[src/rtl/bcd_cnt_pkg.sv]
package bcd_cnt_pkg;
  localparam int DIGIT_W = 4;
  localparam int LAST_DIGIT = 9;
  typedef logic [DIGIT_W-1:0] digit_t;
  localparam digit_t DIGIT_LAST = digit_t'(LAST_DIGIT);
  localparam digit_t DIGIT_ZERO = '0;
endpackage

[src/rtl/bcd_cnt_step.sv]
module bcd_cnt_step
  import bcd_cnt_pkg::*;
(
  input  digit_t cur,
  input  logic   up,
  input  logic   pend,
  output digit_t nxt,
  output logic   nxt_pend
);
  logic illegal;
  assign illegal = (cur > DIGIT_LAST);

  always_comb begin
    if (up) begin
      nxt = (cur >= DIGIT_LAST) ? DIGIT_ZERO : cur + digit_t'(1);
    end else if (cur == DIGIT_ZERO) begin
      nxt = DIGIT_LAST;
    end else if (illegal && pend) begin
      nxt = DIGIT_LAST;
    end else begin
      nxt = cur - digit_t'(1);
    end
    nxt_pend = !up && (nxt > DIGIT_LAST);
  end

  always_comb begin
    assert_step_legal_up_R9: assert (!up || nxt <= DIGIT_LAST);
  end
endmodule

[src/rtl/bcd_cnt_tc.sv]
module bcd_cnt_tc
  import bcd_cnt_pkg::*;
(
  input  digit_t q,
  input  logic   en_n,
  input  logic   up,
  output logic   tc_n
);
  logic at_end;
  assign at_end = up ? (q[0] && q[DIGIT_W-1]) : (q == DIGIT_ZERO);
  assign tc_n   = !(at_end && !en_n);

  always_comb begin
    if (en_n) assert_tc_idle_R8: assert (tc_n);
  end
endmodule

[src/rtl/bcd_decade_counter.sv]
module bcd_decade_counter
  import bcd_cnt_pkg::*;
(
  input  logic               clk,
  input  logic               rst,
  input  logic               ld,
  input  logic [DIGIT_W-1:0] din,
  input  logic               en_n,
  input  logic               up,
  output logic [DIGIT_W-1:0] q,
  output logic               tc_n
);
  digit_t cnt_q, nxt;
  logic   pend_q, nxt_pend;

  bcd_cnt_step u_step (
    .cur(cnt_q), .up(up), .pend(pend_q), .nxt(nxt), .nxt_pend(nxt_pend)
  );

  always_ff @(posedge clk or posedge rst) begin
    if (rst) begin
      cnt_q  <= DIGIT_ZERO;
      pend_q <= 1'b0;
    end else if (ld) begin
      cnt_q  <= din;
      pend_q <= 1'b0;
    end else if (!en_n) begin
      cnt_q  <= nxt;
      pend_q <= nxt_pend;
    end
  end

  assign q = rst ? DIGIT_ZERO : (ld ? din : cnt_q);

  bcd_cnt_tc u_tc (.q(q), .en_n(en_n), .up(up), .tc_n(tc_n));

  always_comb begin
    if (rst) assert_reset_clear_R1: assert (q == DIGIT_ZERO);
  end

  assert_load_capture_R2: assert property (@(posedge clk) disable iff (rst)
    ld |=> cnt_q == $past(din));

  assert_hold_idle_R3: assert property (@(posedge clk) disable iff (rst)
    (!ld && en_n) |=> $stable(cnt_q));

  assert_up_wrap_R4: assert property (@(posedge clk) disable iff (rst)
    (!ld && !en_n && up && cnt_q == DIGIT_LAST) |=> cnt_q == DIGIT_ZERO);

  assert_down_wrap_R5: assert property (@(posedge clk) disable iff (rst)
    (!ld && !en_n && !up && cnt_q == DIGIT_ZERO) |=> cnt_q == DIGIT_LAST);

  assert_down_second_R10: assert property (@(posedge clk) disable iff (rst)
    (!ld && !en_n && !up && pend_q && cnt_q > DIGIT_LAST) |=> cnt_q == DIGIT_LAST);
endmodule

[config.mk]
export PLATFORM = sky130hd
export DESIGN_NAME = bcd_decade_counter
export DESIGN_NICKNAME = d
export VERILOG_FILES = /design/src/rtl/bcd_cnt_pkg.sv /design/src/rtl/bcd_cnt_step.sv /design/src/rtl/bcd_cnt_tc.sv /design/src/rtl/bcd_decade_counter.sv
export SDC_FILE = /design/constraint.sdc
export NUM_CORES = 1
export LEC_CHECK = 0
export ABC_AREA = 1
export BUFFER_PORTS_ARGS = -buffer_cell sky130_fd_sc_hd__buf_2
export CAP_MARGIN = 20
export CORE_MARGIN = 2
export CORE_UTILIZATION = 45
export CTS_CLUSTER_SIZE = 40
export DETAILED_ROUTE_END_ITERATION = 10
export GPL_ROUTABILITY_DRIVEN = 0
export GPL_TIMING_DRIVEN = 0
export PLACE_DENSITY_LB_ADDON = 0.12
export SLEW_MARGIN = 30
export SYNTH_ARGS = -nofsm -noshare
export SYNTH_HDL_FRONTEND = slang
export SYNTH_SLANG_ARGS = --single-unit
[constraint.sdc]
create_clock -name clk -period 1.59 [get_ports clk]
set_input_delay 0 -clock clk [delete_from_list [all_inputs] [get_ports clk]]
set_output_delay 0 -clock clk [all_outputs]
set_load 0.01 [all_outputs]
==> results.tsv <==
metric	value	unit
drcViolationCount	0	
synth_area	624	µm²
p_sw	0.243	mW
pwr-share-clk	26.3	%
die_w	41.3	µm
synth_cells	100	
ys_seq_area_share	20.0	%
crit_slowest_cell	dfrtp_1	
finalClockSkew	0.00201	ns
cts_inserted_buffers	3	
fill_cells	144	
maxCapViolations	0	
p_int	0.355	mW
vias	663	
clockBufferDepth	2	
worstSetupPathType	reg -> reg	
synth_seq_cells	5	
layout.nets	132	
final_common_cell	nand2_1	
cts-root-buf	clkbuf_4	
setup_ws	0.0721	ns
finalCritPeriodShare	95.5	%
power_frac_seq	26.2	%
start_util	48.0	%
grt_overflow_total	0	
fin_util	59.2	%
hold_class	in -> reg	
finalWirelength	1480	µm
antennaDiodeCount	0	
top_layer_used	met4	
grt_antenna_before_repair	0	
die_area	0.00170	mm²
drtIter0Drc	16	
path_cells	inv_1, ha_1, nand2_1, nor2_1, nor2_1, nand2_2, nand2_1, nand4_1, nand2_1, nand2_1	
synth_cell_types	18	
power.share.combinational	47.5	%
startpoint_type	flip-flop	
grt_max_degree	11	
cts_tree	built	
postSynthAreaPerCell	6.24	µm²
yosys_warnings	0	
port_buffers	12	
slew_violations	0	
drive_gt1_share	26.9	%
power_leakage	0.454	nW
synth.area.top_cells	nand2_1 (21%), dfrtp_1 (20%), inv_1 (9.6%), nand3_1 (8.0%), ha_1 (6.0%)	
worstPathArrival	1.66	ns
clk_pin_slew	0.05	ns
ios	14	
route.met3.wl	56	µm
cp-end-kind	flip-flop	
grt_usage	20.2	%
yosysTopAreaCell	nand2_1	
met2RoutedLength	745	µm
peakVddDrop	0.386	mV
dpl.cell_count	127	
final_cell_area	771	µm²
status	complete, no violations	
rows	13	
power	0.598	mW
fp.dieH	41.3	µm
critPathMaxFanout	4	
worst_pin_slew	0.302	ns
hold_viol	0	
routed_via_density	4.95	
sw_frac_of_total	40.6	%
dr.pass1.iters	4	
drt-met1-wl	659	µm
postRouteAntennaNets	0	
post_dp_cell_area	703	µm²
synth_fp_nets	112	
final_cells	134	
clk_latency	0.25	ns
cts.htree.levels	1	
max_freq	659	MHz
area_delta_synth_final	23.4	%
relSlewSlack	79.8	%
dpl_worst_slack	-0.00851	ns
crit_path_max_incr_delay	0.38	ns
required	1.73	ns
synth_top_area_share	21.0	%
fin_crit	1.52	ns
crit_top_cell	nand2_1	
setup-violations-final	0	
final_cell_mix	nand2_1 (35), inv_1 (15), buf_2 (12)	
grt_pass1_wl	2210	µm
grt_pass1_vias	524	
power_density	776	mW/mm²
wl_per_cell	11.0	µm
hpwl	1090	µm
core_area	0.00130	mm²
clock_sinks	5	
-- power groups by stage --
stage	Clock, mW	Sequential, mW	Combinational, mW
3_5_place_dp	0	0.157	0.258
2_1_floorplan	0	0.154	0.204
5_1_grt	0.168	0.159	0.314
6_report	0.157	0.157	0.284
4_1_cts	0.151	0.156	0.263
3_3_place_gp	0	0.157	0.256
-- worst max-delay path, delay by kind of cell, from the launching register on --
family	cells	cell delay, ns
AND/OR/NAND/NOR	8	0.69
buffers and inverters	1	0.12
flip-flops	1	0.38
adder cells (fa/ha/maj)	1	0.22
-- timing repair --
item | CTS | global route
hold endpoints to repair | 6 | 0
setup buffers | 0 | 1
endpoints found under the setup margin | 1 | 5
gates resized for setup | 1 | 4
hold buffers | 2 | 0
pin swaps | 0 | 0
-- final timing paths --
| path | from | endpoint | slack, ns | cells past startpoint |
|---|---|---|---|---|
| max reg2reg | cnt_q[1]$_DFFE_PP0P_ | pend_q$_DFFE_PP0P_ | 0.07 | 10 |
| min reg2reg | pend_q$_DFFE_PP0P_ | pend_q$_DFFE_PP0P_ | 0.50 | 2 |
| max in group asynchronous | rst | cnt_q[0]$_DFFE_PP0P_ | 1.11 | 3 |
| min | din[3] | cnt_q[3]$_DFFE_PP0P_ | 0.005 | 3 |
| min in group asynchronous | rst | cnt_q[2]$_DFFE_PP0P_ | 0.23 | 3 |
| max | cnt_q[1]$_DFFE_PP0P_ | pend_q$_DFFE_PP0P_ | 0.07 | 10 |
-- cell families (layout without fill, tap and decap cells) --
group                      Yosys count  after routing  share of synthesized area (%)
and+or+nand+nor                     64             64                           48.5
buffers and inverters               21             40                           17.0
AOI/OAI and AO/OA                    6              6                           7.02
DFF                                  5              5                           20.0
adders and majority gates            3              3                           6.01
xor gates and xnor gates             1              1                           1.40
-- cells in the mapped netlist --
library cell / instances
a21oi_4: 1
buf_6: 3
dfrtp_1: 5
ha_1: 3
inv_1: 16
inv_2: 1
inv_6: 1
nand2_1: 35
nand2_2: 1
nand2_4: 3
nand3_1: 10
nand3_2: 2
nand4_1: 4
nor2_1: 8
nor2_2: 1
o211ai_1: 1
o21ai_0: 4
xor2_1: 1
-- state kept, by name (all words and copies together) (netlist names) --
name,cells
pend_q,1
cnt_q,4
-- routing by layer --
metal	vias to the layer above	track usage [%]
li1	346	-
met5	-	0
met3	2	6.52
met1	296	24.7
met4	0	4.84
met2	19	34.0
-- metrics by stage --
step           setup TNS (ns)  hold WS [ns]
2_1_floorplan               0        -0.188
3_3_place_gp                0       -0.0533
3_5_place_dp         -0.00851       -0.0487
4_1_cts                     0        0.0214
5_1_grt              -0.00852        0.0299
6_report                    0       0.00516
-- layout make-up --
type	count	area (µm²)	share of cell area, %
Tap cell	15	18.8	2.44
Timing Repair Buffer	15	87.6	11.4
Clock buffer	4	26.3	3.41
Multi-Input combinational cell	74	405	52.6
Inverter	18	72.6	9.42
Sequential cell	5	126	16.4
Buffer	3	33.8	4.38
No activity file was read; power rests on OpenSTA's default activity.
